$ cat src/rtl/edge_stamp_pkg.sv
package edge_stamp_pkg;
    localparam int STAMP_W_DEF = 32;
    localparam int DEPTH_DEF   = 128;

    typedef enum logic {
        POL_RISE = 1'b0,
        POL_FALL = 1'b1
    } edge_pol_e;

    typedef struct packed {
        logic                   hit;
        logic [STAMP_W_DEF-1:0] stamp;
    } capture_t;

    function automatic logic edge_seen(edge_pol_e pol, logic cur, logic prev);
        return (pol == POL_RISE) ? (cur & ~prev) : (~cur & prev);
    endfunction
endpackage

$ cat src/rtl/esl_input_front.sv
module esl_input_front
    import edge_stamp_pkg::*;
#(
    parameter int SYNC_STAGES = 2
) (
    input  logic      clk,
    input  logic      rst,
    input  logic      sig_in,
    input  edge_pol_e pol,
    output logic      hit
);
    // Stages 0..SYNC_STAGES-1 synchronise; the extra stage holds the previous level.
    logic [SYNC_STAGES:0] chain_q;

    always_ff @(posedge clk) begin
        if (rst) chain_q <= '0;
        else     chain_q <= {chain_q[SYNC_STAGES-1:0], sig_in};
    end

    assign hit = edge_seen(pol, chain_q[SYNC_STAGES-1], chain_q[SYNC_STAGES]);
endmodule

$ cat src/rtl/esl_free_counter.sv
module esl_free_counter #(
    parameter int W = 32
) (
    input  logic         clk,
    input  logic         rst,
    output logic [W-1:0] cnt
);
    always_ff @(posedge clk) begin
        if (rst) cnt <= '0;
        else     cnt <= cnt + 1'b1;
    end
endmodule

$ cat src/rtl/esl_ring_ctrl.sv
module esl_ring_ctrl #(
    parameter int DEPTH = 128,
    localparam int AW   = $clog2(DEPTH),
    localparam int HALF = DEPTH / 2
) (
    input  logic          clk,
    input  logic          rst,
    input  logic          wr_en,
    input  logic [1:0]    seg_clr,
    output logic [AW-1:0] wr_ptr,
    output logic [1:0]    seg_evt,
    output logic          ovr_evt
);
    logic [1:0] ovr_hit;

    always_ff @(posedge clk) begin
        if (rst)        wr_ptr <= '0;
        else if (wr_en) wr_ptr <= wr_ptr + 1'b1;
    end

    for (genvar g = 0; g < 2; g++) begin : g_seg
        localparam logic [AW-1:0] LAST_IDX = AW'((g + 1) * HALF - 1);
        logic done;
        logic flag_q;

        assign done = wr_en && (wr_ptr == LAST_IDX);

        always_ff @(posedge clk) begin
            if (rst)             flag_q <= 1'b0;
            else if (done)       flag_q <= 1'b1;
            else if (seg_clr[g]) flag_q <= 1'b0;
        end

        assign ovr_hit[g] = done && flag_q && !seg_clr[g];
        assign seg_evt[g] = flag_q;
    end

    always_ff @(posedge clk) begin
        if (rst)           ovr_evt <= 1'b0;
        else if (|ovr_hit) ovr_evt <= 1'b1;
    end
endmodule

$ cat src/rtl/esl_ring_store.sv
module esl_ring_store #(
    parameter int DEPTH = 128,
    parameter int W     = 32,
    localparam int AW   = $clog2(DEPTH)
) (
    input  logic          clk,
    input  logic          we,
    input  logic [AW-1:0] wa,
    input  logic [W-1:0]  wd,
    input  logic [AW-1:0] ra,
    output logic [W-1:0]  rd
);
    logic [W-1:0] mem [DEPTH];

    always_ff @(posedge clk) begin
        if (we) mem[wa] <= wd;
        rd <= mem[ra];
    end
endmodule

$ cat src/rtl/edge_stamp_logger.sv
module edge_stamp_logger
    import edge_stamp_pkg::*;
#(
    parameter int DEPTH       = DEPTH_DEF,
    parameter int SYNC_STAGES = 2,
    localparam int AW         = $clog2(DEPTH)
) (
    input  logic                   clk,
    input  logic                   rst,
    input  logic                   sig_in,
    input  logic                   fall_sel,
    input  logic                   half_clr,
    input  logic                   full_clr,
    input  logic [AW-1:0]          rd_idx,
    output logic [STAMP_W_DEF-1:0] rd_data,
    output logic                   half_evt,
    output logic                   full_evt,
    output logic                   ovr_evt
);
    capture_t                 cap;
    logic [STAMP_W_DEF-1:0]   stamp_cnt;
    logic [AW-1:0]            wr_ptr;
    logic [1:0]               seg_evt;
    edge_pol_e                pol;

    assign pol = edge_pol_e'(fall_sel);

    esl_input_front #(.SYNC_STAGES(SYNC_STAGES)) u_front (
        .clk(clk), .rst(rst), .sig_in(sig_in), .pol(pol), .hit(cap.hit)
    );

    esl_free_counter #(.W(STAMP_W_DEF)) u_cnt (
        .clk(clk), .rst(rst), .cnt(stamp_cnt)
    );

    assign cap.stamp = stamp_cnt;

    esl_ring_ctrl #(.DEPTH(DEPTH)) u_ctrl (
        .clk(clk), .rst(rst), .wr_en(cap.hit), .seg_clr({full_clr, half_clr}),
        .wr_ptr(wr_ptr), .seg_evt(seg_evt), .ovr_evt(ovr_evt)
    );

    esl_ring_store #(.DEPTH(DEPTH), .W(STAMP_W_DEF)) u_store (
        .clk(clk), .we(cap.hit), .wa(wr_ptr), .wd(cap.stamp),
        .ra(rd_idx), .rd(rd_data)
    );

    assign half_evt = seg_evt[0];
    assign full_evt = seg_evt[1];
endmodule

$ cat config.mk
export PLATFORM = sky130hd
export DESIGN_NAME = edge_stamp_logger
export DESIGN_NICKNAME = d
export VERILOG_FILES = /design/src/rtl/edge_stamp_pkg.sv /design/src/rtl/esl_input_front.sv /design/src/rtl/esl_free_counter.sv /design/src/rtl/esl_ring_ctrl.sv /design/src/rtl/esl_ring_store.sv /design/src/rtl/edge_stamp_logger.sv
export SDC_FILE = /design/constraint.sdc
export NUM_CORES = 2
export LEC_CHECK = 0
export BUFFER_PORTS_ARGS = -buffer_cell sky130_fd_sc_hd__buf_2
export CAP_MARGIN = 20
export CORE_UTILIZATION = 45
export CTS_CLUSTER_SIZE = 20
export DETAILED_ROUTE_END_ITERATION = 16
export PLACE_DENSITY = 0.66
export SYNTH_ARGS = -nofsm -noshare
export SYNTH_HDL_FRONTEND = slang
export SYNTH_SLANG_ARGS = --single-unit
$ cat constraint.sdc
create_clock -name clk -period 6.4 [get_ports clk]
set_clock_uncertainty 0.05 [all_clocks]
set_input_delay 1.28 -clock clk [delete_from_list [all_inputs] [get_ports clk]]
set_output_delay 1.28 -clock clk [all_outputs]
set_load 0.1 [all_outputs]
==> out/metrics.cfg <==
[sta]
finalMaxSlewViolations=0
hold_slack_ns=0.407
final-hold-violation-count=0
least_margin_pin_slew_ns=1.11
post-route-period-util_pct=62.0
fin_setup_tns_ns=0
grt_setup_unrepaired=false
finalSetupViolCount=0
maxClockFrequency_ghz=0.252
finalWorstPathRequiredPeriod_ns=3.97
slew_headroom_pct=25.7

[detailed_routing]
topRoutingLayerUsed=met5
routed_wire_length_per_instance_um=34.0
met3RoutedLength_um=39600
drt_first_pass_iters=6
finalWirelength_um=396000
drt-initial-drc-count=10300
post-route-drc-count=0
met2_wirelength_um=190000
post_drt_via_cell_ratio=6.15
ant_nets=0
drt-met1-wl_um=155000
via_count=71600

[run_status]
status=finished clean

[setup_path]
r2r_cells=5
arrival_ns=4.57
crit_required_ns=7.00
startpoint_type_of_the_worst_setup_path=primary input
regToRegStartpoint=u_front.chain_q[1]
rr_endpoint=u_store.mem[2][7]
worst-r2r-setup-slack_ns=2.51
critPathCaptureType=flop
setup.worst_path.class=primary input to flop
crit_fanout=19

[die]
core_area_um2=349000
start_util_pct=45.3
die_x_um=595
die_area_um2=354000
die_y_um=595
pin_count=48
rows=217

[yosys]
count_of_cell_types_in_the_netlist=36
synth_compound_gate_area_share_pct=0.0839
synth.area.mux_share_pct=19.4
synth_area_um2=158000
synth_flop_cell=sky130_fd_sc_hd__edfxtp_1
synth_top_family_by_area=multiplexers
synth_seq_area_share_pct=78.7
synth_simple_gate_area_share_pct=0.764
synth_xor_xnor_area_share_pct=0.144
postSynthNetCount=6225
yosysWarnings=0
ys_seq_elements=4173
synthArstFlopShare_pct=0
synth-edff-count=4096
avgSynthCellArea_um2=25.5
syn_inst=6210
synthesized_area_fraction_occupied_by_adder_cells_pct=0.0158

[clock_tree]
clockRootBuffer=sky130_fd_sc_hd__clkbuf_16
cts-resized-gates=0
clock_insertion_delay_worst_skew_ns=0.96
clkSinkCount=4173
cts_inserted_buffers=415
cts_post_setup_buffers_inserted=0
clockBufferDepth=4
htree_levels=5
cts_hold_buf=0
clk_pin_slew_ns=0.06
clock_tree_from_tritoncts=yes

[power]
fin_total_pwr_w=0.0570
pwr_density_nw_per_um2=315
ir_worst_vdd_mv=0.233
p_leak_nw=56.4

[hold_path]
min-delay-path-class=flop to flop
timing.hold.worst_endpoint=u_front.chain_q[1]
timing.hold.worst.start=u_front.chain_q[0]
min_path_cells=1

[final_layout]
final_cell_count_no_fill=11600
fin_nets=6661
post-route-cell-area_um2=181000
syn_to_final_growth_pct=14.5
final.fill_count=25900
post_route_cells_drive_above_1_share_pct=35.7

[grt]
grt_max_degree=80
grt_pass1_wl_um=555000
first_global_vias=72000
grt_overflow_total=0
overall_track_demand_over_capacity_in_global_routing_pct=22.3
antenna_found_initial=34

[job]
max_cap_viol_count=0

[placement]
hpwlAfterDp_um=234000
portBuffers=47
routabilityCongestion=0.831
postPlaceCellArea_um2=167000
placed_cells_incl_taps=10800

cell usage in the layout, fill, tap and decap left out, drive strengths merged, types with 2 or more instances in the layout:
cell type and n:
edfxtp 4096, mux4 1344, clkbuf 516, buf 345
clkinv 182, nor2 163, dfxtp 77, bufinv 53
mux2 34, nand2 34, diode 31, inv 23
xnor2 20, nand3 20, a21oi 13, nor2b 12
clkinvlp 9, nor3 9, nor4 7, or3 6
xor2 6, and3 6, nand4 5, o21ai 5
nand2b 3, or4 3, nand3b 2, o31ai 2
ha 2
sequential cells by signal (all words and copies together), names as in the netlist:
register,flops
u_store.mem,4096
u_cnt.cnt,32
u_ctrl.g_seg.flag_q,2
u_front.chain_q,3
u_store.rd,32
u_ctrl.ovr_evt,1
u_ctrl.wr_ptr,7
final cells by class:
cell class	count	area, um2	share of cell area [%]
Antenna cell	31	77.6	0.0429
Clock buffer	516	11000	6.08
Clock inverter	260	2860	1.58
Inverter	7	26.3	0.0145
Multi-Input combinational cell	1704	33200	18.3
Sequential cell	4173	125000	68.9
Tap cell	4599	5750	3.18
Timing Repair Buffer	345	3420	1.89
where the power goes:
part,internal [W],switching [W]
Clock,0.0144,0.0103
Combinational,0.00105,0.00151
Sequential,0.0296,0.000155
Total,0.0451,0.0120
through the flow:
stage	util, %	setup slack [ns]
finish	51.8	2.43
global route	51.8	2.37
CTS	51.8	2.48
detailed placement	47.8	1.47
global placement	47.8	1.47
floorplan	-	0.141
kinds of logic after synthesis:
group | after synthesis
AO/OA/AOI/OAI | 23
XOR/XNOR | 26
adder cells (fa/ha/maj) | 2
buffers and inverters | 333
flip-flops | 4173
multiplexers | 1378
AND/OR/NAND/NOR | 275
per-layer routing:
metal | vias to the layer above | global-route usage, %
met5 | - | 0
met4 | 6 | 6.20
met3 | 450 | 5.16
met2 | 3627 | 34.8
met1 | 39400 | 31.7
li1 | 28100 | -
cell usage after synthesis (all sizes together), types with 3 or more instances:
master | count | area (um2)
a21oi | 13 | 65.1
and3 | 6 | 37.5
buf | 139 | 637
clkbuf | 187 | 702
dfxtp | 77 | 1540
edfxtp | 4096 | 123000
inv | 7 | 26.3
mux2 | 34 | 383
mux4 | 1344 | 30300
nand2 | 34 | 128
nand2b | 3 | 18.8
nand3 | 20 | 100
nand4 | 5 | 31.3
nor2 | 163 | 612
nor2b | 12 | 75.1
nor3 | 9 | 45.0
nor4 | 7 | 43.8
o21ai | 5 | 25.0
or3 | 6 | 37.5
or4 | 3 | 22.5
xnor2 | 20 | 175
xor2 | 6 | 52.6
worst max path at each step:
stage | from | end | slack (ns) | cells after the start
2_1_floorplan | fall_sel | u_store.mem[95][0] | 0.14 | 5
3_3_place_gp | rd_idx[0] | u_store.rd[25] | 1.47 | 7
3_5_place_dp | rd_idx[0] | u_store.rd[25] | 1.47 | 7
4_1_cts | rd_idx[0] | u_store.rd[25] | 2.48 | 7
5_1_grt | fall_sel | u_store.mem[2][2] | 2.37 | 6
6_report | fall_sel | u_store.mem[2][7] | 2.43 | 6
critical path: stages:
cell	delay, ns
sky130_fd_sc_hd__buf_2	0.14
sky130_fd_sc_hd__or3b_2	0.58
sky130_fd_sc_hd__a21oi_1	0.43
sky130_fd_sc_hd__nand2_2	0.75
sky130_fd_sc_hd__nor2_4	1.04
sky130_fd_sc_hd__buf_4	0.31
No activity file was read; power rests on OpenSTA's default activity.
